==> config.mk <==
export PLATFORM = sky130hd
export DESIGN_NAME = spi_page_prog
export DESIGN_NICKNAME = d
export VERILOG_FILES = /design/src/rtl/spp_pkg.sv /design/src/rtl/spp_bit_shifter.sv /design/src/rtl/spp_byte_src.sv /design/src/rtl/spp_seq.sv /design/src/rtl/spi_page_prog.sv
export SDC_FILE = /design/constraint.sdc
export NUM_CORES = 1
export LEC_CHECK = 0
export BUFFER_PORTS_ARGS = -buffer_cell sky130_fd_sc_hd__buf_2
export CAP_MARGIN = 20
export CORE_AREA = 2 2 84 86
export DETAILED_ROUTE_END_ITERATION = 8
export DIE_AREA = 0 0 86 88
export GPL_TIMING_DRIVEN = 1
export HOLD_SLACK_MARGIN = 0.05
export PLACE_DENSITY = 0.7
export SYNTH_ARGS = -nofsm -noshare
export SYNTH_HDL_FRONTEND = slang
export SYNTH_SLANG_ARGS = --single-unit
==> constraint.sdc <==
create_clock -name clk -period 5.26 [get_ports clk]
set_input_delay 0.526 -clock clk [delete_from_list [all_inputs] [get_ports clk]]
set_output_delay 0.526 -clock clk [all_outputs]
set_load 0.02 [all_outputs]
==> src/rtl/spp_pkg.sv <==
package spp_pkg;

  typedef enum logic [2:0] {
    ST_IDLE,
    ST_REQ,
    ST_SHIFT,
    ST_REL,
    ST_TIMER
  } seq_state_t;

  localparam logic [7:0] OPC_PAGE_PROG = 8'h02;

endpackage

==> src/rtl/spp_bit_shifter.sv <==
// Two-state-per-bit serializer: low phase presents the bit, high phase
// raises the clock and advances the shift register.
module spp_bit_shifter #(
  parameter int W = 8
) (
  input  logic         clk,
  input  logic         rst_n,
  input  logic         load_i,
  input  logic [W-1:0] byte_i,
  input  logic         park_i,
  output logic         empty_o,
  output logic         sclk_o,
  output logic         mosi_o
);

  localparam int CW = $clog2(W + 1);

  logic [W-1:0]  sr_q, sr_n;
  logic [CW-1:0] left_q, left_n;
  logic          hi_q, hi_n;
  logic          sclk_q, sclk_n;
  logic          mosi_q, mosi_n;

  assign empty_o = !hi_q && (left_q == '0);
  assign sclk_o  = sclk_q;
  assign mosi_o  = mosi_q;

  always_comb begin
    sr_n   = sr_q;
    left_n = left_q;
    hi_n   = hi_q;
    sclk_n = 1'b0;
    mosi_n = mosi_q;
    if (load_i) begin
      sr_n   = byte_i;
      mosi_n = byte_i[W-1];
      left_n = CW'(W - 1);
      hi_n   = 1'b1;
    end else if (hi_q) begin
      sclk_n = 1'b1;
      sr_n   = {sr_q[W-2:0], 1'b0};
      hi_n   = 1'b0;
    end else if (left_q != '0) begin
      mosi_n = sr_q[W-1];
      left_n = left_q - 1'b1;
      hi_n   = 1'b1;
    end else if (park_i) begin
      mosi_n = 1'b1;
    end
  end

  always_ff @(posedge clk or negedge rst_n) begin
    if (!rst_n) begin
      sr_q   <= '0;
      left_q <= '0;
      hi_q   <= 1'b0;
      sclk_q <= 1'b0;
      mosi_q <= 1'b1;
    end else begin
      sr_q   <= sr_n;
      left_q <= left_n;
      hi_q   <= hi_n;
      sclk_q <= sclk_n;
      mosi_q <= mosi_n;
    end
  end

endmodule

==> src/rtl/spp_byte_src.sv <==
// Holds the captured address and length, hands out header bytes in
// order and counts data bytes against the burst length.
module spp_byte_src #(
  parameter int          ADDR_W = 24,
  parameter int          LEN_W  = 8,
  parameter logic [7:0]  OPCODE = 8'h02
) (
  input  logic              clk,
  input  logic              rst_n,
  input  logic              capture_i,
  input  logic [ADDR_W-1:0] addr_i,
  input  logic [LEN_W-1:0]  len_i,
  input  logic              hdr_take_i,
  input  logic              data_take_i,
  output logic              hdr_pend_o,
  output logic              data_pend_o,
  output logic [7:0]        hdr_byte_o
);

  localparam int HDR_BYTES = 1 + ADDR_W / 8;
  localparam int HDR_W     = 8 * HDR_BYTES;
  localparam int IW        = $clog2(HDR_BYTES + 1);
  localparam int SLOTS     = 1 << IW;
  localparam int LW        = LEN_W + 1;

  logic [ADDR_W-1:0] addr_q;
  logic [LW-1:0]     len_q;
  logic [LW-1:0]     cnt_q;
  logic [IW-1:0]     idx_q;
  logic [HDR_W-1:0]  hdr_vec;
  logic [7:0]        slot [SLOTS];

  assign hdr_vec = {OPCODE, addr_q};

  for (genvar k = 0; k < SLOTS; k++) begin : g_slot
    if (k < HDR_BYTES) begin : g_used
      assign slot[k] = hdr_vec[HDR_W-1-8*k -: 8];
    end else begin : g_pad
      assign slot[k] = 8'h00;
    end
  end

  assign hdr_byte_o  = slot[idx_q];
  assign hdr_pend_o  = (idx_q != IW'(HDR_BYTES));
  assign data_pend_o = (cnt_q != len_q);

  always_ff @(posedge clk or negedge rst_n) begin
    if (!rst_n) begin
      addr_q <= '0;
      len_q  <= '0;
    end else if (capture_i) begin
      addr_q <= addr_i;
      len_q  <= (len_i == '0) ? LW'(1 << LEN_W) : {1'b0, len_i};
    end
  end

  always_ff @(posedge clk or negedge rst_n) begin
    if (!rst_n) begin
      idx_q <= '0;
      cnt_q <= '0;
    end else if (capture_i) begin
      idx_q <= '0;
      cnt_q <= '0;
    end else begin
      if (hdr_take_i)  idx_q <= idx_q + 1'b1;
      if (data_take_i) cnt_q <= cnt_q + 1'b1;
    end
  end

endmodule

==> src/rtl/spp_seq.sv <==
// Transaction sequencer: bus request, streaming, release, timer wait.
module spp_seq
  import spp_pkg::*;
(
  input  logic clk,
  input  logic rst_n,
  input  logic start_i,
  input  logic bus_ack_i,
  input  logic tmr_done_i,
  input  logic sh_empty_i,
  input  logic hdr_pend_i,
  input  logic data_pend_i,
  input  logic wr_valid_i,
  output logic capture_o,
  output logic load_o,
  output logic sel_data_o,
  output logic park_o,
  output logic wr_ready_o,
  output logic bus_req_o,
  output logic cs_n_o,
  output logic tmr_start_o,
  output logic done_o
);

  seq_state_t st_q, st_n;
  logic bus_req_q, bus_req_n;
  logic cs_n_q, cs_n_n;
  logic tstart_q, tstart_n;
  logic done_q, done_n;

  always_comb begin
    st_n       = st_q;
    bus_req_n  = bus_req_q;
    cs_n_n     = cs_n_q;
    tstart_n   = 1'b0;
    done_n     = 1'b0;
    capture_o  = 1'b0;
    load_o     = 1'b0;
    sel_data_o = 1'b0;
    park_o     = 1'b0;
    wr_ready_o = 1'b0;
    unique case (st_q)
      ST_IDLE: begin
        if (start_i) begin
          capture_o = 1'b1;
          bus_req_n = 1'b1;
          st_n      = ST_REQ;
        end
      end
      ST_REQ: begin
        if (bus_ack_i) st_n = ST_SHIFT;
      end
      ST_SHIFT: begin
        if (sh_empty_i) begin
          if (hdr_pend_i) begin
            load_o = 1'b1;
            cs_n_n = 1'b0;
          end else if (data_pend_i) begin
            wr_ready_o = 1'b1;
            if (wr_valid_i) begin
              load_o     = 1'b1;
              sel_data_o = 1'b1;
            end
          end else begin
            park_o    = 1'b1;
            cs_n_n    = 1'b1;
            bus_req_n = 1'b0;
            st_n      = ST_REL;
          end
        end
      end
      ST_REL: begin
        if (bus_ack_i) begin
          tstart_n = 1'b1;
          st_n     = ST_TIMER;
        end
      end
      ST_TIMER: begin
        if (tmr_done_i) begin
          done_n = 1'b1;
          st_n   = ST_IDLE;
        end
      end
      default: st_n = ST_IDLE;
    endcase
  end

  always_ff @(posedge clk or negedge rst_n) begin
    if (!rst_n) begin
      st_q      <= ST_IDLE;
      bus_req_q <= 1'b0;
      cs_n_q    <= 1'b1;
      tstart_q  <= 1'b0;
      done_q    <= 1'b0;
    end else begin
      st_q      <= st_n;
      bus_req_q <= bus_req_n;
      cs_n_q    <= cs_n_n;
      tstart_q  <= tstart_n;
      done_q    <= done_n;
    end
  end

  assign bus_req_o   = bus_req_q;
  assign cs_n_o      = cs_n_q;
  assign tmr_start_o = tstart_q;
  assign done_o      = done_q;

endmodule

==> src/rtl/spi_page_prog.sv <==
module spi_page_prog #(
  parameter int ADDR_W = 24,
  parameter int LEN_W  = 8
) (
  input  logic              clk,
  input  logic              rst_n,
  input  logic              start_i,
  input  logic [ADDR_W-1:0] page_addr_i,
  input  logic [LEN_W-1:0]  burst_len_i,
  output logic              bus_req_o,
  input  logic              bus_ack_i,
  input  logic [7:0]        wr_data_i,
  input  logic              wr_valid_i,
  output logic              wr_ready_o,
  output logic              sclk_o,
  output logic              cs_n_o,
  output logic              mosi_o,
  output logic              tmr_start_o,
  input  logic              tmr_done_i,
  output logic              done_o
);

  logic       capture, load, sel_data, park;
  logic       sh_empty, hdr_pend, data_pend;
  logic [7:0] hdr_byte, load_byte;

  assign load_byte = sel_data ? wr_data_i : hdr_byte;

  spp_seq u_seq (
    .clk         (clk),
    .rst_n       (rst_n),
    .start_i     (start_i),
    .bus_ack_i   (bus_ack_i),
    .tmr_done_i  (tmr_done_i),
    .sh_empty_i  (sh_empty),
    .hdr_pend_i  (hdr_pend),
    .data_pend_i (data_pend),
    .wr_valid_i  (wr_valid_i),
    .capture_o   (capture),
    .load_o      (load),
    .sel_data_o  (sel_data),
    .park_o      (park),
    .wr_ready_o  (wr_ready_o),
    .bus_req_o   (bus_req_o),
    .cs_n_o      (cs_n_o),
    .tmr_start_o (tmr_start_o),
    .done_o      (done_o)
  );

  spp_byte_src #(
    .ADDR_W (ADDR_W),
    .LEN_W  (LEN_W),
    .OPCODE (spp_pkg::OPC_PAGE_PROG)
  ) u_src (
    .clk         (clk),
    .rst_n       (rst_n),
    .capture_i   (capture),
    .addr_i      (page_addr_i),
    .len_i       (burst_len_i),
    .hdr_take_i  (load && !sel_data),
    .data_take_i (load && sel_data),
    .hdr_pend_o  (hdr_pend),
    .data_pend_o (data_pend),
    .hdr_byte_o  (hdr_byte)
  );

  spp_bit_shifter #(
    .W (8)
  ) u_shift (
    .clk     (clk),
    .rst_n   (rst_n),
    .load_i  (load),
    .byte_i  (load_byte),
    .park_i  (park),
    .empty_o (sh_empty),
    .sclk_o  (sclk_o),
    .mosi_o  (mosi_o)
  );

endmodule

---- After elaboration in Yosys (flattened, before gate mapping) ----
Index checks and enable logic that the tools add are counted.
W data, S select, Z words.
word-level totals
  output and inout port bits .............. 7
  register bits ........................... 67
  word-level logic and storage cells ...... 114
operators by class
  add/sub/neg operators ................... 3
  bitwise logic cells ..................... 1
  reductions and logical operators ........ 20
  equal/unequal tests ..................... 15
  order comparisons ....................... 1
  mux-type cells .......................... 60
operator list
  kind                   number
  $mux W8                5
  $mux W1                37
  $mux W3                9
  $mux W9                3
  $bmux W8 S3            1
  $ne A2 B2 Y1 const B   9
  $pmux W3 S5            1
  $mux W4                3
  $reduce_bool A2 Y1     5
  $add A9 B1 Y9 const B  1
  $ne A9 B9 Y1           1
  $logic_not A8 Y1       1
  $reduce_and A7 Y1      1
  $eq A3 B2 Y1 const B   2
  $reduce_and A5 Y1      1
  $ge A4 B4 Y1 const B   1
  $logic_not A4 Y1       1
  $not A3 Y4             1
  $reduce_and A2 Y1      2
  $reduce_bool A4 Y1     1
  $sub A4 B1 Y4 const B  1
  $add A3 B1 Y3 const B  1
  $eq A3 B1 Y1 const B   1
  $eq A3 B3 Y1 const B   1
  7 further kinds        10

---- Depth between registers and ports, before layout ----
Gate-level depths: netlist of the first run.
  depth after elaboration ................. 9
  depth in mapped cells ................... 9

---- Cells and area by module ----
A second synthesis of the first run with hierarchy kept.
unflattened totals
  cell total of the unflattened synthesis .. 286
  area, all modules ....................... 3318.2 um^2
by module, submodules not included
  module           times used  cells an instance  area each (um^2)  sequential area each (um^2)
  spp_byte_src     1           173                2109.5            1126.1
  spp_bit_shifter  1           70                 718.2             376.6
  spp_seq          1           32                 342.8             176.4
  spi_page_prog    1           11                 147.6             0.0

---- Least setup slack after synthesis of the first run ----
OpenSTA, ideal clock, no wires.
  path kind ............................... flip-flop to flip-flop
  from .................................... reg u_src.idx_q[0]
  to ...................................... reg u_src.cnt_q[7]
  cell stages (with the launch flop) ...... 10
  path slack .............................. 2.867 ns
  data arrival time ....................... 2.315 ns
  library setup time ...................... 0.078 ns
  clock period less this slack ............ 2.393 ns
  required time ........................... 5.182 ns
  buffers on the path ..................... 2
  cell sequence ........................... dfrtp_1 -> clkbuf_1 -> inv_1 -> ha_1 -> nand2_1 -> nor3_4 -> o311ai_1 -> buf_2 -> or4_1 -> a21oi_1
on the way
  cells in the longest elaborated chain, start to end .. 6
  elaborated cells between the ends (all ways) .. 9
ends and longest elaborated chain
  item                            line                 source
  from (decl)                     spp_byte_src.sv:29   logic [IW-1:0] idx_q;
  from (signal assigned)          spp_byte_src.sv:65   if (hdr_take_i) idx_q <= idx_q + 1'b1;
  $ne A3 B3 Y1 *                  spp_byte_src.sv:44   assign hdr_pend_o = (idx_q != IW'(HDR_BYTES));
  $mux W1                         spp_seq.sv:55        if (hdr_pend_i) begin
  $mux W1                         spp_seq.sv:54        if (sh_empty_i) begin
  $mux W1                         spp_seq.sv:42        unique case (st_q)
  $logic_and A1 B1 Y1 *           spi_page_prog.sv:61  .data_take_i (load && sel_data),
  $reduce_bool A2 Y1 (no line) *  -
  to (signal assigned)            spp_byte_src.sv:66   if (data_take_i) cnt_q <= cnt_q + 1'b1;
  to (decl)                       spp_byte_src.sv:28   logic [LW-1:0] cnt_q;
Every way passes the cells marked *; elsewhere a longest branch is shown, timed or not.
A chain may end at the register's enable or synchronous reset.

---- Final worst setup path of the first run ----
  from .................................... reg u_src.idx_q[0]
  to ...................................... out wr_ready_o
on the way
  cells in the longest elaborated chain, start to end .. 4
ends and longest elaborated chain
  item          line                 source
  $ne A3 B3 Y1  spp_byte_src.sv:44
  $mux W1       spp_seq.sv:55
  $mux W1       spp_seq.sv:54
  $mux W1       spp_seq.sv:42
  to (decl)     spi_page_prog.sv:14  output logic wr_ready_o,
Every way passes these cells.

==> results of run 1 <==
## flip-flops by register name, indices dropped and copies added, names as in the netlist, 3 cells and up
register,flops
u_seq.st_q,3
u_src.addr_q,24
u_src.cnt_q,9
u_shift.left_q,4
u_src.idx_q,3
u_shift.sr_q,8
u_src.len_q,9
## cell usage in the layout (no fill, tap or decap), types with 4 or more instances in the layout
| cell type | instances |
|---|---|
| a21oi_1 | 11 |
| a22oi_1 | 12 |
| buf_2 | 52 |
| clkbuf_8 | 9 |
| dfrtp_1 | 65 |
| ha_1 | 5 |
| inv_1 | 4 |
| mux2i_1 | 10 |
| nand2_1 | 123 |
| nand3_1 | 8 |
| nor2_1 | 17 |
| nor3_1 | 4 |
| o22ai_1 | 8 |
| o2bb2ai_1 | 6 |
| or4_1 | 4 |
| xnor2_1 | 13 |
## power breakdown
part	internal (W)	leakage (nW)	switching, W
combinational	0.000235	0.845	0.000341
sequential	0.000706	0.836	0.000144
clock	0.000319	0.124	0.000209
total	0.00126	1.80	0.000694
## layer usage
| metal | global-route usage (%) | vias up | wire (um) |
|---|---|---|---|
| met5 | 0 | - | 0 |
| met4 | 9.09 | 0 | 99 |
| met3 | 4.05 | 9 | 358 |
| met2 | 28.5 | 66 | 3010 |
| met1 | 30.2 | 1231 | 3400 |
| li1 | - | 1300 | - |
## metrics by stage
| step | hold WS (ns) | worst slack, ns | total power [W] | std cells |
|---|---|---|---|---|
| after floorplan | 0.230 | 2.87 | 0.00126 | 349 |
| after global placement | 0.457 | 2.75 | 0.00141 | 470 |
| after detailed placement | 0.465 | 2.58 | 0.00144 | 470 |
| after CTS | 0.343 | 2.52 | 0.00197 | 486 |
| after global routing | 0.351 | 2.34 | 0.00210 | 486 |
| final | 0.358 | 2.54 | 0.00195 | 486 |
## worst max path at each step
| stage | cells after the start | slack (ns) | to | from |
|---|---|---|---|---|
| floorplan | 9 | 2.87 | u_src.cnt_q[7]$_DFFE_PN0P_ | u_src.idx_q[0]$_DFFE_PN0P_ |
| detailed placement | 7 | 2.58 | u_src.cnt_q[5]$_DFFE_PN0P_ | u_src.idx_q[0]$_DFFE_PN0P_ |
| CTS | 6 | 2.52 | wr_ready_o | u_src.idx_q[0]$_DFFE_PN0P_ |
| global route | 6 | 2.34 | wr_ready_o | u_src.idx_q[0]$_DFFE_PN0P_ |
| global placement | 7 | 2.75 | u_src.cnt_q[6]$_DFFE_PN0P_ | u_src.idx_q[0]$_DFFE_PN0P_ |
| finish | 6 | 2.54 | wr_ready_o | u_src.idx_q[0]$_DFFE_PN0P_ |
## cells by family (layout without fill, tap and decap cells)
logic type	Yosys count	count (layout)
AOI/OAI and AO/OA	56	56
xor gates and xnor gates	15	15
adders and majority gates	5	5
buffers and inverters	20	77
DFF	67	67
muxes	10	10
and+or+nand+nor	176	176
## cell type report
cell class | instances | area (sq um)
Fill cell | 590 | 2840
Sequential cell | 67 | 1680
Multi-Input combinational cell | 262 | 1470
Timing Repair Buffer | 55 | 283
Clock inverter | 7 | 125
Clock buffer | 9 | 124
Tap cell | 80 | 100
Inverter | 6 | 22.5
==> flow_summary_export.csv, run 1 <==
group,metric,value,unit
clocking,path_clk_slew,0.08,ns
critical_path,cp_num_buf_inv,2,
clocking,clock_latency,0.35,ns
clocking,cts_max_path_buffers,2,
clocking,cts_hold_buf,0,
floorplan,die_w,86,um
power_and_ir_drop,power_density,514,nW/um^2
global_route,grt_pass1_wl,11900,um
route,viasPerCell,5.36,
global_route,grt_pass1_vias,2458,
route,ant_nets,0,
final_layout,drive_gt1_share,20.0,%
clocking,cts_inserted_buffers,9,
outcome,outcome,"finished, final reports clean",
timing,skew,0.00882,ns
floorplan,die_y,88,um
critical_path,r2r_end,"u_src.cnt_q[5]$_DFFE_PN0P_",
power_and_ir_drop,p_leak,1.80,nW
synthesis,synth_fa_ha_area_share,1.94,%
critical_path,path_delay_family,"simple AND/OR/NAND/NOR gates",
synthesis,yosys.area.top_type,"dfrtp_1",
critical_path,crit_type,"reg -> out",
synthesis,synthTopCellsByCount,"123 x nand2_1, 65 x dfrtp_1, 17 x nor2_1",
synthesis,yosysWarnings,0,
synthesis,synth.most_common_cell,"nand2_1",
floorplan,core_area,6640,sq um
synthesis,synth_area,3220,sq um
synthesis,synth_top_family_by_area,"simple AND/OR/NAND/NOR gates",
final_layout,nets,452,
synthesis,synth-compound-area-share,12.2,%
timing,finalHoldViolations,0,
placed_design,port_buffers,52,
synthesis,synth_edf_count,0,
synthesis,ys_seq_elements,67,
critical_path,cp.arrival,2.20,ns
synthesis,syn_nets,400,
floorplan,pin_count,53,
timing,min_period_over_period,51.7,%
critical_path,crit_chain,"inv_1, ha_1, nand2_1, nor3_4, nor2b_1, buf_2",
synthesis,ys.flop_type,"dfrtp_1",
floorplan,initial_utilization,48.5,%
critical_path,worst_path_largest_cell_delay,0.55,ns
synthesis,synth.area.mux_share,3.11,%
timing,max-slew-margin-rel,25.7,%
global_route,grt_use_total,20.3,%
placed_design,placed_cell_area,3550,sq um
synthesis,synthArstFlopShare,100,%
critical_path,rr_worst_depth,7,
route,drc,0,
timing,fmax,367,MHz
global_route,grt_max_degree,68,
clocking,ctsResizeCount,0,
final_layout,area_growth_syn_to_layout,18.1,%
timing,final_max_slew_viol_count,0,
timing,fin_crit,2.72,ns
clocking,cts_root_buf,"clkbuf_8",
final_layout,fin_area,3800,sq um
placed_design,dp_hpwl,4760,um
route,drt_wl_total,6870,um
floorplan,rows,30,
synthesis,synth_cell_types,49,
clocking,clock_sinks,67,
synthesis,syn_inst,349,
clocking,cts_max_level,3,
route,routedWlPerCell,14.1,um
min_path,hp-class,"in -> async",
global_route,grt_overflow,0,
critical_path,reg2reg_slack,2.58,ns
timing,setup_viol,0,
power_and_ir_drop,vdd_drop_max,0.239,mV
critical_path,timing.rr.start,"u_src.idx_q[0]$_DFFE_PN0P_",
route,dr.pass1.iters,5,
critical_path,cp-end-kind,"primary output",
timing,rsz0062_at_grt,"no",
clocking,cts_tree,"yes",
placed_design,gp_congestion,0.809,
critical_path,required,4.73,ns
floorplan,dieArea,7570,sq um
global_route,antenna_found_initial,0,
synthesis,synth_seq_area_share,52.1,%
critical_path,cpMaxStageDelayCell,"dfrtp_1",
synthesis,synth_top_area_share,50.5,%
synthesis,yosys.area_share.simple,24.1,%
synthesis,ys_top_cells_by_area,"dfrtp_1 51%, nand2_1 14%, xnor2_1 3.5%, mux2i_1 3.1%, a22oi_1 2.8%",
route,vias,2606,
synthesis,avgSynthCellArea,9.23,sq um
final_layout,diodes,0,
synthesis,synth_xor_area_share,4.08,%
job,max_cap_viol_count,0,
timing,setup_tns,0,ns
route,drtIter0Drc,165,
critical_path,start_kind,"flip-flop",
final_layout,final_core_util,57.3,%
clocking,post_cts_buffers,0,
timing,tightest_slew,1.10,ns
critical_path,cp_max_fo,10,
Note: power is estimated with default switching activity, not from simulation.
==> run 2, diff against run 1 <==
==> constraint.sdc (replaced) <==
create_clock -name clk -period 2.7 [get_ports clk]
set_input_delay 0.27 -clock clk [delete_from_list [all_inputs] [get_ports clk]]
set_output_delay 0.27 -clock clk [all_outputs]
set_load 0.02 [all_outputs]
==> run 2 against run 1 <==
Against the previous run: non-clock buffer count up 8; routed wire length down 0.26%; sequential cell count unchanged.
==> flow_summary_export.csv, run 2 (same netlist as run 1, synthesis figures left out) <==
group,metric,value,unit
outcome,outcome,"finished, final reports clean",
final_layout,mostFrequentLayoutCell,"nand2_1",
power_and_ir_drop,p_leak,1.83,nW
power_and_ir_drop,p_switching,0.00131,W
route,routedWlPerCell,13.9,um
critical_path,required,2.96,ns
global_route,grt_overflow,0,
timing,max-slew-margin-rel,54.6,%
critical_path,crit_type,"reg -> reg",
floorplan,rows,30,
clocking,cts_tree,"yes",
route,drt_wl_total,6860,um
timing,rsz0062_at_grt,"no",
route,ant_nets,0,
floorplan,die_y,88,um
final_layout,largest_register_ffs,24,
power_and_ir_drop,power_density,963,nW/um^2
critical_path,cp.arrival,2.75,ns
clocking,path_clk_slew,0.07,ns
timing,skew,0.00826,ns
floorplan,pin_count,53,
global_route,busiest_layer,"met2",
route,drtIter0Drc,136,
placed_design,gp_congestion,0.827,
power_and_ir_drop,p_clk_share,24.7,%
final_layout,ff_latch_area,1680,sq um
route,dr.pass1.iters,4,
global_route,use_met2,30.2,%
timing,final_max_slew_viol_count,0,
final_layout,fillers,616,
final_layout,largest-register,"u_src.addr_q",
clocking,post_cts_buffers,0,
critical_path,cp-end-kind,"flip-flop",
timing,min_period_over_period,91.9,%
global_route,grt_pass1_wl,12100,um
global_route,grt_use_total,20.2,%
clocking,cts_inserted_buffers,9,
critical_path,cp_max_fo,12,
job,max_cap_viol_count,0,
timing,setup_tns,0,ns
clocking,clock_latency,0.34,ns
critical_path,start_kind,"flip-flop",
power_and_ir_drop,vdd_drop_max,0.350,mV
route,vias,2651,
clocking,cts_root_buf,"clkbuf_8",
timing,fin_crit,2.48,ns
placed_design,dp_hpwl,4960,um
power_and_ir_drop,power_switching_share,35.4,%
final_layout,final_core_util,57.8,%
timing,finalHoldViolations,0,
final_layout,area_growth_syn_to_layout,19.2,%
route,drc,0,
final_layout,drive_gt1_share,21.3,%
timing,fmax,403,MHz
global_route,grt_pass1_vias,2558,
clocking,cts_max_level,3,
global_route,grtUsageMet3,3.58,%
timing,tightest_slew,0.680,ns
floorplan,core_area,6640,sq um
timing,setup_viol,0,
clocking,clock_sinks,67,
final_layout,nets,460,
power_and_ir_drop,p_seq_share,43.4,%
final_layout,multi_input_area,1480,sq um
placed_design,port_buffers,52,
global_route,grt_max_degree,45,
power_and_ir_drop,p_int,0.00239,W
final_layout,diodes,0,
route,viasPerCell,5.38,
final_layout,top_regs,"u_src.addr_q: 24 flops, u_src.cnt_q: 9 flops, u_src.len_q: 9 flops",
floorplan,initial_utilization,48.5,%
final_layout,layout_common_cells,"123 x nand2_1, 65 x dfrtp_1, 52 x buf_2, 17 x nor2_1, 13 x xnor2_1",
global_route,grt_use_met1,29.6,%
floorplan,die_w,86,um
floorplan,dieArea,7570,sq um
power_and_ir_drop,p_total,0.00370,W
power_and_ir_drop,combinationalPowerShare,32.0,%
clocking,cts_max_path_buffers,2,
global_route,antenna_found_initial,0,
min_path,hp-class,"in -> reg",
run 2: routing by layer:
metal | vias to the layer above | wire length (um)
met2 | 70 | 3150
met4 | 0 | 55
met5 | - | 0
met3 | 6 | 356
li1 | 1320 | -
met1 | 1255 | 3290
run 2: path summary, 6_finish.rpt:
kind / start / cells past startpoint / slack, ns / to
max reg2reg: u_shift.left_q[0]$_DFFE_PN0P_ / 7 / 0.22 / u_src.cnt_q[6]$_DFFE_PN0P_
max in group asynchronous: rst_n / 3 / 1.64 / u_src.addr_q[8]$_DFFE_PN0P_
min reg2reg: u_src.addr_q[6]$_DFFE_PN0P_ / 2 / 0.48 / u_src.addr_q[6]$_DFFE_PN0P_
min: page_addr_i[14] / 3 / 0.12 / u_src.addr_q[14]$_DFFE_PN0P_
max: u_shift.left_q[0]$_DFFE_PN0P_ / 7 / 0.22 / u_src.cnt_q[6]$_DFFE_PN0P_
min in group asynchronous: rst_n / 2 / 0.31 / u_shift.sr_q[1]$_DFFE_PN0P_
run 2: cell type report:
type	instances	area share, %
multi-input cells	262	38.5
well taps	80	2.61
flip-flops and latches	67	43.7
clock inverters	5	2.02
clock buffers	10	3.58
inverters	6	0.587
repair buffers	63	8.99
run 2: critical path: stages (launching register included):
cell and delay (ns):
dfrtp_1 0.40, inv_1 0.09, ha_1 0.16, or3b_2 0.52, nor3_4 0.25, o311ai_2 0.27
or4_1 0.57, a21oi_1 0.15
run 2: power groups by stage:
stage	combinational [W]	sequential, W	clock, W
after floorplan	0.000871	0.00159	0
after global placement	0.00115	0.00161	0
after detailed placement	0.00118	0.00162	0
after CTS	0.00119	0.00160	0.000926
after global routing	0.00137	0.00165	0.000967
final	0.00118	0.00161	0.000912
run 2: what timing repair did:
| action | 4_1_cts | 5_1_grt |
|---|---|---|
| endpoints found under the setup margin | 0 | 3 |
| resized for setup | 0 | 1 |
| endpoints found under the hold margin | 6 | 0 |
| hold buffers | 1 | 0 |
run 2: through the flow:
step,setup WS [ns],hold WS (ns),instance area (sq um),std cells
after CTS,0.130,0.107,3830,493
final,0.218,0.115,3840,493
after floorplan,0.307,-0.0256,3220,349
after global routing,0.0245,0.118,3840,493
after detailed placement,0.119,0.139,3610,477
after global placement,0.219,0.133,3610,477
